`config.mk`:
```
export PLATFORM = sky130hd
export DESIGN_NAME = mdb_rx_filter
export DESIGN_NICKNAME = d
export VERILOG_FILES = /design/src/rtl/mdb_pkg.sv /design/src/rtl/mdb_accept_gate.sv /design/src/rtl/mdb_status_regs.sv /design/src/rtl/mdb_push_stage.sv /design/src/rtl/mdb_rx_filter.sv
export SDC_FILE = /design/constraint.sdc
export NUM_CORES = 1
export LEC_CHECK = 0
export BUFFER_PORTS_ARGS = -buffer_cell sky130_fd_sc_hd__buf_2
export CAP_MARGIN = 10
export CORE_AREA = 8 8 45 47
export DETAILED_ROUTE_END_ITERATION = 8
export DIE_AREA = 0 0 53 55
export GPL_ROUTABILITY_DRIVEN = 0
export PLACE_DENSITY = 0.69
export SLEW_MARGIN = 15
export SYNTH_ARGS = -nofsm -noshare
export SYNTH_HDL_FRONTEND = slang
export SYNTH_SLANG_ARGS = --single-unit
```
`constraint.sdc`:
```
create_clock -name clk_i -period 1.5 [get_ports clk_i]
set_input_delay 0.15 -clock clk_i [delete_from_list [all_inputs] [get_ports clk_i]]
set_output_delay 0.15 -clock clk_i [all_outputs]
set_load 0.005 [all_outputs]
```
`src/rtl/mdb_pkg.sv`:
```
package mdb_pkg;
  localparam int unsigned STICKY_CLR_BIT = 1;

  typedef enum logic [1:0] {
    ACC_DROP   = 2'd0,
    ACC_BYPASS = 2'd1,
    ACC_STICKY = 2'd2,
    ACC_ADDR   = 2'd3
  } accept_e;
endpackage

```
`src/rtl/mdb_accept_gate.sv`:
```
module mdb_accept_gate
  import mdb_pkg::*;
(
  input  logic    rx_valid_i,
  input  logic    rx_mode_i,
  input  logic    mdb_en_i,
  input  logic    sticky_i,
  output logic    accept_o,
  output accept_e reason_o
);
  always_comb begin
    reason_o = ACC_DROP;
    if (!mdb_en_i)      reason_o = ACC_BYPASS;
    else if (sticky_i)  reason_o = ACC_STICKY;
    else if (rx_mode_i) reason_o = ACC_ADDR;
    accept_o = rx_valid_i && (reason_o != ACC_DROP);
  end
endmodule

```
`src/rtl/mdb_status_regs.sv`:
```
module mdb_status_regs
  import mdb_pkg::*;
#(
  parameter int unsigned CSR_W = 8
) (
  input  logic             clk_i,
  input  logic             rst_ni,
  input  logic             accept_i,
  input  logic             mode_i,
  input  logic             csr_wr_i,
  input  logic [CSR_W-1:0] csr_wdata_i,
  output logic             addr_o,
  output logic             sticky_o
);
  logic clr_req;
  logic set_req;

  assign clr_req = csr_wr_i && csr_wdata_i[STICKY_CLR_BIT];
  assign set_req = accept_i && mode_i;

  always_ff @(posedge clk_i or negedge rst_ni) begin
    if (!rst_ni) begin
      addr_o   <= 1'b0;
      sticky_o <= 1'b0;
    end else begin
      if (accept_i) addr_o <= mode_i;
      // set wins over a same-cycle clear
      if (set_req)      sticky_o <= 1'b1;
      else if (clr_req) sticky_o <= 1'b0;
    end
  end

  // accepted address word sets the flag
  a_r5_sticky_set: assert property (@(posedge clk_i) disable iff (!rst_ni)
    (accept_i && mode_i) |=> sticky_o);
  // only a clearing write drops the flag
  a_r8_sticky_hold: assert property (@(posedge clk_i) disable iff (!rst_ni)
    (sticky_o && !(csr_wr_i && csr_wdata_i[STICKY_CLR_BIT])) |=> sticky_o);
  // clear and set in one cycle keep it set
  a_r9_set_wins: assert property (@(posedge clk_i) disable iff (!rst_ni)
    (csr_wr_i && csr_wdata_i[STICKY_CLR_BIT] && accept_i && mode_i) |=> sticky_o);
  // no accept leaves addr status stable
  a_r4_addr_stable: assert property (@(posedge clk_i) disable iff (!rst_ni)
    !accept_i |=> $stable(addr_o));
endmodule

```
`src/rtl/mdb_push_stage.sv`:
```
module mdb_push_stage #(
  parameter int unsigned DATA_W = 8
) (
  input  logic              clk_i,
  input  logic              rst_ni,
  input  logic              accept_i,
  input  logic [DATA_W-1:0] data_i,
  output logic              push_o,
  output logic [DATA_W-1:0] data_o
);
  always_ff @(posedge clk_i or negedge rst_ni) begin
    if (!rst_ni) begin
      push_o <= 1'b0;
      data_o <= '0;
    end else begin
      push_o <= accept_i;
      if (accept_i) data_o <= data_i;
    end
  end

  // push follows accept by one cycle with the same word
  a_r2_push_data: assert property (@(posedge clk_i) disable iff (!rst_ni)
    accept_i |=> (push_o && data_o == $past(data_i)));
  a_r2_no_spurious: assert property (@(posedge clk_i) disable iff (!rst_ni)
    !accept_i |=> !push_o);
endmodule

```
`src/rtl/mdb_rx_filter.sv`:
```
module mdb_rx_filter
  import mdb_pkg::*;
#(
  parameter int unsigned DATA_W = 8,
  parameter int unsigned CSR_W  = 8
) (
  input  logic              clk_i,
  input  logic              rst_ni,
  input  logic              rx_valid_i,
  input  logic [DATA_W-1:0] rx_data_i,
  input  logic              rx_mode_i,
  input  logic              mdb_en_i,
  input  logic              addr_irq_en_i,
  input  logic              csr_wr_i,
  input  logic [CSR_W-1:0]  csr_wdata_i,
  output logic              fifo_push_o,
  output logic [DATA_W-1:0] fifo_data_o,
  output logic              addr_o,
  output logic              addr_sticky_o,
  output logic              addr_irq_o
);
  logic    accept;
  accept_e reason;

  mdb_accept_gate u_gate (
    .rx_valid_i (rx_valid_i),
    .rx_mode_i  (rx_mode_i),
    .mdb_en_i   (mdb_en_i),
    .sticky_i   (addr_sticky_o),
    .accept_o   (accept),
    .reason_o   (reason)
  );

  mdb_status_regs #(.CSR_W(CSR_W)) u_status (
    .clk_i       (clk_i),
    .rst_ni      (rst_ni),
    .accept_i    (accept),
    .mode_i      (rx_mode_i),
    .csr_wr_i    (csr_wr_i),
    .csr_wdata_i (csr_wdata_i),
    .addr_o      (addr_o),
    .sticky_o    (addr_sticky_o)
  );

  mdb_push_stage #(.DATA_W(DATA_W)) u_push (
    .clk_i    (clk_i),
    .rst_ni   (rst_ni),
    .accept_i (accept),
    .data_i   (rx_data_i),
    .push_o   (fifo_push_o),
    .data_o   (fifo_data_o)
  );

  assign addr_irq_o = addr_sticky_o & addr_irq_en_i;

  // filter off passes every word
  a_r3_bypass: assert property (@(posedge clk_i) disable iff (!rst_ni)
    (rx_valid_i && !mdb_en_i) |=> fifo_push_o);
  // sticky set passes every word
  a_r6_sticky_pass: assert property (@(posedge clk_i) disable iff (!rst_ni)
    (rx_valid_i && addr_sticky_o) |=> fifo_push_o);
  // data word dropped while filtering and flag clear
  a_r4_drop: assert property (@(posedge clk_i) disable iff (!rst_ni)
    (rx_valid_i && mdb_en_i && !addr_sticky_o && !rx_mode_i) |=> !fifo_push_o);
  // interrupt is never raised without the flag
  a_r10_irq_src: assert property (@(posedge clk_i) disable iff (!rst_ni)
    addr_irq_o |-> addr_sticky_o);
endmodule

```
* Word level (Yosys, flattened, before mapping) *
Cells that the tools add are included.

operators by class
  add/subtract/negate cells = 0
  multipliers = 0
  div/mod/pow operators = 0
  order comparisons = 0
  equality and inequality tests = 0
  shift-type cells = 0
  multiplexer cells = 5
  bitwise gates (word level) = 1
  reduce and logical (&&, ||, !) cells = 5

operators by type and width
  kind                 number
  $mux W2              3
  $reduce_bool A2 Y1   2
  $logic_and A1 B1 Y1  3
  $mux W1              2
  $and A1 B1 Y1        1

storage, ports and cells
  register bits = 11
  latch bits = 0
  bits in writable memories = 0
  bits in read-only memories = 0
  bits of input ports = 23
  output and inout bits = 12
  word-level logic and storage cells = 15
  memories = 0

* Depth between registers and ports, before layout *
  depth after elaboration = 7
  gate-level depth with buffers = 3
  mapped depth without buffers = 3

* By module *
A second synthesis with hierarchy kept.

second synthesis, totals
  cell total of the unflattened synthesis = 29
  area, all modules = 467.9 sq um

modules (own cells, without submodules)
  module           times used  cells each  area each (sq um)
  mdb_push_stage   1           18          356.6
  mdb_status_regs  1           5           78.8
  mdb_accept_gate  1           5           26.3
  mdb_rx_filter    1           1           6.3

* Worst setup path before layout *
OpenSTA, ideal clock, no wires.

  path kind = flip-flop to flip-flop
  start = register u_status.sticky_o
  end = register u_push.data_o[0]
  setup time = 0.125 ns
  arrival = 1.123 ns
  required time = 1.375 ns
  slack = 0.252 ns
  stages on the path, launching flop included = 4
  buffers on the path = 0
  path through = dfrtp_1 -> nand2b_4 -> o21ai_4 -> mux2_2

between the ends
  longest elaborated chain between the ends = 4

RTL lines
  element                   line                   source
  start: declaration        mdb_status_regs.sv:13  output logic sticky_o
  start signal: assignment  mdb_status_regs.sv:24  sticky_o <= 1'b0;
  start signal: assignment  mdb_status_regs.sv:28  if (set_req) sticky_o <= 1'b1;
  start signal: assignment  mdb_status_regs.sv:29  else if (clr_req) sticky_o <= 1'b0;
  $mux W2                   mdb_accept_gate.sv:14  else if (sticky_i) reason_o = ACC_STICKY;
  $mux W2                   mdb_accept_gate.sv:13  if (!mdb_en_i) reason_o = ACC_BYPASS;
  $reduce_bool A2 Y1        mdb_accept_gate.sv:16  accept_o = rx_valid_i && (reason_o != ACC_DROP);
  $logic_and A1 B1 Y1       mdb_accept_gate.sv:16
  end signal: assignment    mdb_push_stage.sv:17   if (accept_i) data_o <= data_i;
  end: declaration          mdb_push_stage.sv:9    output logic [DATA_W-1:0] data_o

Every way passes these cells.
A chain may end at the register's enable or synchronous reset.

* Final worst setup path *
  start = register u_status.sticky_o
  end = register u_push.data_o[7]

Same word-level chain as after synthesis.

==> metrics.cfg <==
[global_routing]
grt_pass1_wl_um = 1587
track_usage_pct = 7.506
grt_pass1_vias = 347
use_met3_pct = 3.476
gr-total-overflow = 0
busiest_layer = met2
gr-usage-met2_pct = 13.87
grt_max_degree = 12
use_met1_pct = 6.719
antenna_found_initial = 0

[timing]
final_hold_viol_count = 0
fin_ws_ns = 0.1715
fin_crit_sh_pct = 88.57
finalCriticalPeriod_ns = 1.328
finClkSkew_ns = 0.004185
grt_setup_unrepaired = no
maxSlewViolCount = 0
max_freq_ghz = 0.7527
tns_ns = 0
setup_viol = 0
max_slew_margin_pct = 79.35
worstMarginPinSlew_ns = 0.3086

[worst_setup_path]
path_max_fanout = 9
worst_setup_path_start_kind = register
path_class = register to register
cp.required_ns = 1.64
cp.arrival_ns = 1.47
crit_path_end_kind = register

[synthesis]
ys_warn_count = 0
yosys.area.top_type = dfrtp_1
synth_top_area_share_pct = 63.58
synth-edff-count = 0
syn_avg_cell_area_um2 = 16.03
yosysSeqAreaShare_pct = 63.58
synth_flop_cell = dfrtp_1
synth_nets = 50
netlist_top_cells_count = 11 x dfrtp_1, 8 x mux2_2, 2 x nand2_1
synth_seq_cells = 11
synthDistinctLibCells = 9
synthCells = 27
netlist_area_um2 = 432.9
async_reset_ff_share_pct = 100.0
synth.most_common_cell = dfrtp_1
ys_top_cells_by_area = dfrtp_1 64%, mux2_2 21%, o21ai_4 3.8%, nand2b_4 3.2%, a22o_2 2.3%

[cells_and_area]
layout-drive-gt1-share_pct = 71.19
nets = 83
fin_area_um2 = 624.3
final_util_pct = 45.12
areaGrowthSynthToFinish_pct = 44.22
diodes = 0

[placement]
place_ws_ns = 0.1574
placedInstanceArea_um2 = 588.1
io_buffers = 27
dp_hpwl_um = 863.3

[die]
fp.dieArea_um2 = 2915
ios = 35
core-area_um2 = 1384
start_util_pct = 31.28
rows = 14
die_width_um = 53
die_h_um = 55

[clock_tree]
cts_tree = built
cts_buffers = 3
cts_htree_levels = 1
clock-sinks = 11
post_cts_resized = 0
clock_path_buffers = 2
cts_root_buf = clkbuf_4
path_clk_slew_ns = 0.07
insertion_delay_ns = 0.26

[pwr]
power_density_nw_per_um2 = 1072
peakVddDrop_v = 0.0004186
p_leak_nw = 0.3229
power_uw = 669.4

[drt]
drt-vias-per-instance = 4.533
ant_nets = 0
post_drt_wl_per_cell_um = 13.63
routed_wl_um = 1022
drt_pass1_iterations = 2
vias = 340
drc = 0
drt_iter0_markers = 1

[run]
maxCapViolCount = 0

[status]
status = finished, final reports clean

[hold_path]
min_path_type = primary input to register

state kept, by name (all words and copies together) (netlist names):
signal and count:
u_push.data_o 8, u_status.addr_o 1, u_status.sticky_o 1, u_push.push_o 1
per-stage QoR:
step	hold slack (ns)	instances
2_1_floorplan	-0.1456	27
5_1_grt	0.1130	75
3_5_place_dp	0.03217	70
3_3_place_gp	0.02897	70
6_report	0.1208	75
4_1_cts	0.1123	75
worst max-delay path, cell delays in order, from the launching register on:
cell and delay (ns):
dfrtp_1 0.40, nand2b_4 0.16, o21ai_4 0.27, mux2_2 0.37
worst paths after layout:
path | to | from | cells past startpoint | slack [ns]
worst max-delay path | u_push.data_o[7] | u_status.sticky_o | 3 | 0.17
worst min-delay path | u_push.data_o[4] | rx_data_i[4] | 2 | 0.12
worst max register to register | u_push.data_o[7] | u_status.sticky_o | 3 | 0.17
worst min register to register | u_status.addr_o | u_status.addr_o | 1 | 0.50
max in group asynchronous | u_push.data_o[0] | rst_ni | 2 | 1.01
min in group asynchronous | u_push.data_o[1] | rst_ni | 2 | 0.28
routing by layer:
metal	vias up	wire [µm]
met4	0	0
met5	-	0
met2	8	603
met1	172	349
met3	0	68
li1	160	-
cells by family (layout without fill, tap and decap cells):
kind of cell,count (synthesis),count (layout),share of synthesized area (%)
muxes,8,8,20.81
DFF,11,11,63.58
and+or+nand+nor,4,4,6.648
buffers and inverters,1,33,0.8662
AOI/OAI and AO/OA,3,3,8.094
area by class of cell:
| cell class | instances | area [µm²] |
|---|---|---|
| Timing Repair Buffer | 28 | 145.1 |
| Fill cell | 136 | 759.5 |
| Clock buffer | 4 | 26.28 |
| Multi-Input combinational cell | 15 | 153.9 |
| Sequential cell | 11 | 275.3 |
| Tap cell | 16 | 20.02 |
| Inverter | 1 | 3.754 |
placed cells by master (no fill, tap or decap):
master,instances
mux2_2,8
nand2_1,2
dlygate4sd3_1,1
nand2b_4,1
o21ai_4,1
clkbuf_1,1
and2_2,1
dfrtp_1,11
inv_1,1
a22o_2,1
a22o_1,1
clkbuf_4,3
buf_2,27
repair_timing:
action | in CTS | in global routing
endpoints found under the hold margin | 11 | 0
hold buffers | 1 | 0
setup buffers | 0 | 0
power breakdown:
| group | switching [mW] | internal, mW |
|---|---|---|
| clock | 0.0878 | 0.103 |
| combinational | 0.0527 | 0.0780 |
| sequential | 0.0161 | 0.332 |
| total | 0.157 | 0.513 |
Note: power is estimated with default switching activity, not from simulation.
